<file path="src/rtl/tsl_pkg.sv">
package tsl_pkg;
  localparam int CODE_W = 4;
  typedef logic [CODE_W-1:0] key_code_t;

  // Extended keys A..D as coded by the upstream decoder
  function automatic logic is_ext_key(key_code_t c);
    return (c == 4'd13) || (c == 4'd14) || (c == 4'd15) || (c == 4'd0);
  endfunction
endpackage

</file>
<file path="src/rtl/tsl_ms_tick.sv">
module tsl_ms_tick #(
  parameter int CLK_PER_MS = 3580
) (
  input  logic clk,
  input  logic rst_n,
  input  logic run,
  output logic tick
);
  generate
    if (CLK_PER_MS <= 1) begin : g_direct
      assign tick = run;
    end else begin : g_prescale
      localparam int PW = $clog2(CLK_PER_MS);
      localparam logic [PW-1:0] LAST = PW'(CLK_PER_MS - 1);
      logic [PW-1:0] pre;
      always_ff @(posedge clk or negedge rst_n) begin
        if (!rst_n)           pre <= '0;
        else if (!run)        pre <= '0;
        else if (pre == LAST) pre <= '0;
        else                  pre <= pre + 1'b1;
      end
      assign tick = run && (pre == LAST);
    end
  endgenerate
endmodule

</file>
<file path="src/rtl/tsl_guard.sv">
module tsl_guard #(
  parameter int GUARD_W = 8
) (
  input  logic               clk,
  input  logic               rst_n,
  input  logic               run,
  input  logic               tick,
  input  logic [GUARD_W-1:0] limit,
  output logic               expire
);
  logic [GUARD_W-1:0] ms;
  logic [GUARD_W:0]   next_ms;

  assign next_ms = {1'b0, ms} + 1'b1;
  assign expire  = tick && (next_ms >= {1'b0, limit});

  always_ff @(posedge clk or negedge rst_n) begin
    if (!rst_n)             ms <= '0;
    else if (!run || expire) ms <= '0;
    else if (tick)          ms <= next_ms[GUARD_W-1:0];
  end
endmodule

</file>
<file path="src/rtl/tone_steer_latch.sv">
module tone_steer_latch
  import tsl_pkg::*;
#(
  parameter int CLK_PER_MS = 3580,
  parameter int GUARD_W    = 8
) (
  input  logic               clk,
  input  logic               rst_n,
  input  logic               power_down,
  input  logic               inhibit_ad,
  input  logic               out_en,
  input  logic               early_flag,
  input  logic [3:0]         tone_code,
  input  logic [GUARD_W-1:0] guard_on_ms,
  input  logic [GUARD_W-1:0] guard_off_ms,
  output logic [3:0]         code_q,
  output logic               code_drive,
  output logic               steer_out
);
  logic       accept_key;
  logic       run;
  logic       tick;
  logic       expire;
  logic [GUARD_W-1:0] limit;
  key_code_t  latch_q;
  logic       steer_q;

  assign accept_key = early_flag && !(inhibit_ad && is_ext_key(tone_code));
  assign run   = !power_down && (steer_q ? !early_flag : accept_key);
  assign limit = steer_q ? guard_off_ms : guard_on_ms;

  tsl_ms_tick #(.CLK_PER_MS(CLK_PER_MS)) u_tick (
    .clk(clk), .rst_n(rst_n), .run(run), .tick(tick)
  );

  tsl_guard #(.GUARD_W(GUARD_W)) u_guard (
    .clk(clk), .rst_n(rst_n), .run(run), .tick(tick),
    .limit(limit), .expire(expire)
  );

  always_ff @(posedge clk or negedge rst_n) begin
    if (!rst_n) begin
      steer_q <= 1'b0;
      latch_q <= '0;
    end else if (expire) begin
      steer_q <= !steer_q;
      if (!steer_q) latch_q <= tone_code;
    end
  end

  assign code_q     = latch_q;
  assign steer_out  = steer_q;
  assign code_drive = out_en;
endmodule

</file>
<file path="config.mk">
export PLATFORM = sky130hd
export DESIGN_NAME = tone_steer_latch
export DESIGN_NICKNAME = d
export VERILOG_FILES = /design/src/rtl/tsl_pkg.sv /design/src/rtl/tsl_ms_tick.sv /design/src/rtl/tsl_guard.sv /design/src/rtl/tone_steer_latch.sv
export SDC_FILE = /design/constraint.sdc
export NUM_CORES = 1
export LEC_CHECK = 0
export ABC_CLOCK_PERIOD_IN_PS = 4059
export BUFFER_PORTS_ARGS = -buffer_cell sky130_fd_sc_hd__buf_2
export CAP_MARGIN = 20
export CORE_MARGIN = 5
export CORE_UTILIZATION = 35
export DETAILED_ROUTE_END_ITERATION = 16
export GPL_TIMING_DRIVEN = 0
export PLACE_DENSITY_LB_ADDON = 0.25
export SLEW_MARGIN = 20
export SYNTH_ARGS = -nofsm -noshare
export SYNTH_HDL_FRONTEND = slang
export SYNTH_SLANG_ARGS = --single-unit
</file>
<file path="constraint.sdc">
create_clock -name clk -period 4.06 [get_ports clk]
set_input_delay 0.812 -clock clk [delete_from_list [all_inputs] [get_ports clk]]
set_output_delay 0.812 -clock clk [all_outputs]
set_load 0.1 [all_outputs]
</file>
**Word-level counts from Yosys, hierarchy flattened**

Index checks and enable logic that the tools add are counted.

- Input bits: 26
- Memories kept: 0
- Bits in latches: 0
- Output and inout port bits: 6
- Register bits: 25
- RAM bits: 0
- Memory bits (read-only): 0

- Shifts and indexed selects: 0
- Div/mod/pow operators: 0
- Reduce and logical (&&, ||, !) cells: 17
- Eq/ne operators: 4
- Bitwise operators: 1
- Add/subtract/negate cells: 2
- $lt $le $gt $ge: 1
- Multiply operators: 0
- Multiplexer cells: 6

Operator list:

| cell | number |
|---|---|
| $mux W12 | 2 |
| $mux W8 | 3 |
| $add A12 B1 Y12 const B | 1 |
| $eq A12 B12 Y1 const B | 1 |
| $eq A4 B4 Y1 const B | 3 |
| $add A8 B1 Y9 const B | 1 |
| $ge A9 B8 Y1 | 1 |
| $logic_and A1 B1 Y1 | 5 |
| $logic_not A1 Y1 | 5 |
| $logic_not A4 Y1 | 1 |
| $logic_or A1 B1 Y1 | 4 |
| $reduce_and A2 Y1 | 1 |
| $reduce_bool A2 Y1 | 1 |
| $mux W1 | 1 |
| $not A1 Y1 | 1 |

**Logic depth before layout (Yosys ltp)**

- Depth after elaboration: 13
- Gate-level depth with buffers: 11
- Depth with buffers taken out: 10

**Cells and area by module**

Synthesis repeated with hierarchy kept, for this count alone.

- Cell total of the unflattened synthesis: 174
- Area total of the unflattened synthesis: 1,695.4 um^2

Modules (own cells, without submodules):

| module | sequential area each (um^2) | times used | cells each | area an instance (um^2) |
|---|---|---|---|---|
| tsl_guard | 200.2 | 1 | 87 | 759.5 |
| tsl_ms_tick | 300.3 | 1 | 61 | 609.3 |
| tone_steer_latch | 125.1 | 1 | 26 | 326.6 |

**Least setup slack after synthesis**

OpenSTA, ideal clock, no wires.

- Path type: register to register
- Start: register steer_q, in the netlist steer_out
- End: register u_guard.ms[2]
- Data arrival time: 3.629 ns
- Required time: 3.970 ns
- Stages on the path, launching flop included: 10
- Slack: 0.341 ns
- Library setup time: 0.090 ns
- Clock period less this slack: 3.719 ns
- Cells stage by stage: dfrtp_1 buf_1 mux2_2 ha_1 nand2b_1 a211o_1 a2111oi_4 buf_4 or3b_1 o221ai_1

- Word-level cells in the longest chain between the ends: 6
- Elaborated cells between the ends (all ways): 10

RTL lines:

| item | line | text |
|---|---|---|
| start, declared | tone_steer_latch.sv:26 | `logic steer_q;` |
| start signal, assigned | tone_steer_latch.sv:46 | `steer_q <= !steer_q;` |
| parallel branches: the longest is 6 deep, another holds $ge A9 B8 Y1 | -- |  |
| end signal, assigned | tsl_guard.sv:20 | `else if (tick) ms <= next_ms[GUARD_W-1:0];` |
| end, declared | tsl_guard.sv:11 | `logic [GUARD_W-1:0] ms;` |

Several ways; the timed one is not identified.
A chain may end at the register's enable or synchronous reset.

**Final worst setup path**

Ends and elaborated chain as after synthesis.

==> metrics.cfg <==
[outcome]
status=finished clean

[global_route]
grt_antenna_before_repair=0
grt_overflow_total=0
gr-usage-met1_pct=13.6
grt_busiest_layer=met2
grt_max_degree=26
grtUsageTotal_pct=11.1
grt_pass1_vias=1196
grt_first_pass_wirelength_um=5440
grtUsageMet3_pct=3.19
met2_usage_pct=18.2

[timing]
setup_tns_ns=0
rsz0062_at_grt=false
min_period_over_period_pct=83.4
finalHoldViolCount=0
slew_viol_final=0
max-slew-margin-rel_pct=54.8
finalCriticalPeriod_ns=3.38
fin_skew_ns=0.00703
worstMarginPinSlew_ns=0.678
setup_viol=0
fmax_mhz=295

[setup_path]
rrSetupSlack_ns=0.68
critical_path_required_ns=4.25
r2r_cells=9
cp.arrival_ns=3.58
max_stage_delay_ns=0.54
reg2reg_from=steer_out
crit_end=u_guard.ms[2]
critPathLaunch=steer_out
path_max_fanout=10
path_delay_family=compound AO/OA/AOI/OAI gates
crit_buf_inv=2
path_class=reg -> reg
cp_slowest_cell=buf_1
start_kind=flip-flop
worstPathCellList=buf_1 -> mux2_2 -> ha_1 -> nand2b_1 -> a211o_1 -> a2111oi_4 -> buf_4 -> or3b_1 -> o221ai_1
crit_cells=9
worstSetupEndpointType=flip-flop
r2r_end=u_guard.ms[2]

[finish]
final_common_cell=buf_2
multiInputGateArea_sq_um=870
nFillCells=441
stdcell_area_sq_mm=0.00179
seqCellArea_sq_um=626
areaGrowthSynthToFinish_pct=17.3
final_cell_mix=buf_2, dfrtp_1, nor2_1, ha_1, nand3_1
antenna_cells=0
fin_cells=231
final_nets=217
drive_gt1_share_pct=24.0

[routing]
drc=0
drt_wl_total_um=3040
num_vias=1172
wire_per_inst_um=13.2
dr.pass1.iters=4
antenna_left=0
dr.first_iter.drc_count=41
via_per_inst=5.07

[yosys]
synth.cell_area_sq_mm=0.00153
ys.flop_type=dfrtp_1
synth_edf_count=0
ys_seq_area_share_pct=41.0
synth_fp_nets=182
async_reset_ff_share_pct=100
syn_avg_cell_area_sq_um=10.5
syn_inst=145
synth_seq_cells=25
synth_cell_type_count=34
yosysWarnings=0

[placement]
place_congestion=0.734
dpl_cell_area_sq_mm=0.00174
dp_hpwl_um=2430
port_buffers=30
dp_cells=227

[cts]
cts_tree=yes
clk_latency_ns=0.27
numCtsBuffers=3
h-tree-depth=1
cts-root-buf=clkbuf_8
cts.sinks=25
holdBufCountCts=0
clkTransAtPathRegs_ns=0.09
post_cts_buffers=0
cts-resized-gates=0
cts_buffer_depth=2

[power_and_ir_drop]
leakagePower_nw=0.810
power_density_mw_per_mm2=246
p_total_mw=0.441
irDropWorstVdd_mv=0.157

[floorplanning]
core_area_sq_mm=0.00429
dieArea_sq_mm=0.00578
ios=32
die_h_um=76.0
placementRows=24
die_w_um=76.0
start_util_pct=35.5

[job]
drv_cap=0

[hold_path]
hold_class=reg -> reg

## metrics by stage
stage | hold WS [ns] | worst slack [ns] | utilization, %
global route | 0.508 | 0.490 | 41.7
floorplan | 0.448 | 0.341 | -
finish | 0.485 | 0.675 | 41.7
CTS | 0.489 | 0.619 | 41.7
global placement | 0.465 | 0.745 | 40.5
detailed placement | 0.476 | 0.641 | 40.5
## state kept, by name, indices dropped and copies added, names as in the netlist
register	flops
code_q	4
steer_out	1
u_guard.ms	8
u_tick.g_prescale.pre	12
## worst reg2reg max path: cells and delay by family, from the launching register on
family                     cells  cell delay [ns]
and+or+nand+nor                2             0.52
buffers and inverters          2             0.77
AOI/OAI and AO/OA              3             0.94
muxes                          1             0.41
DFF                            1             0.40
adders and majority gates      1             0.26
## power breakdown
| part | internal (mW) | switching [mW] |
|---|---|---|
| logic | 0.0162 | 0.0228 |
| clock network | 0.0696 | 0.0814 |
| registers | 0.250 | 0.000885 |
## worst min path at each step
| stage | endpoint | startpoint | depth (start not counted) |
|---|---|---|---|
| 3_3_place_gp | u_tick.g_prescale.pre[0] | u_tick.g_prescale.pre[0] | 1 |
| 6_report | u_tick.g_prescale.pre[0] | u_tick.g_prescale.pre[0] | 1 |
| 4_1_cts | u_tick.g_prescale.pre[0] | u_tick.g_prescale.pre[0] | 1 |
| 2_1_floorplan | u_tick.g_prescale.pre[0] | u_tick.g_prescale.pre[0] | 1 |
| 3_5_place_dp | u_tick.g_prescale.pre[0] | u_tick.g_prescale.pre[0] | 1 |
| 5_1_grt | u_tick.g_prescale.pre[0] | u_tick.g_prescale.pre[0] | 1 |
## per-layer routing
layer / vias up / routed length, um / part of all wire (%)
met1: 544 / 1380 / 45
met3: 6 / 131 / 4.3
met2: 26 / 1490 / 49
met4: 0 / 46 / 1.5
li1: 596 / - / -
met5: - / 0 / 0
## Yosys cell counts (all sizes together) (2+ instances only)
master	instances	share of area [%]
nand4	3	1.2
mux2i	8	5.3
mux2	5	3.7
a32o	5	3.3
a21oi	2	0.66
nor3	3	0.98
inv	2	0.49
and4	3	1.7
xnor2	9	5.2
buf	3	1.2
nand2b	4	1.6
nand2	8	2.0
xor2	9	5.2
o211ai	2	0.98
nand3	10	3.3
ha	11	9.0
nor2	18	4.4
dfrtp	25	41
## kinds of logic after synthesis
family          after synthesis  synth area share, %
buf+inv                       6                 1.97
xor+xnor                     18                 10.3
simple gates                 57                 19.4
mux                          13                 8.94
flops                        25                 41.0
fa+ha+maj                    11                 9.02
compound gates               15                 9.35
## final cells by class
type,instances,area share [%]
multi-input cells,114,48.6
flip-flops and latches,25,35.0
repair buffers,30,8.39
well taps,52,3.64
clock buffers,3,2.31
plain buffers,4,1.26
clock inverters,1,0.420
inverters,2,0.420
(Power assumes the default switching activity.)
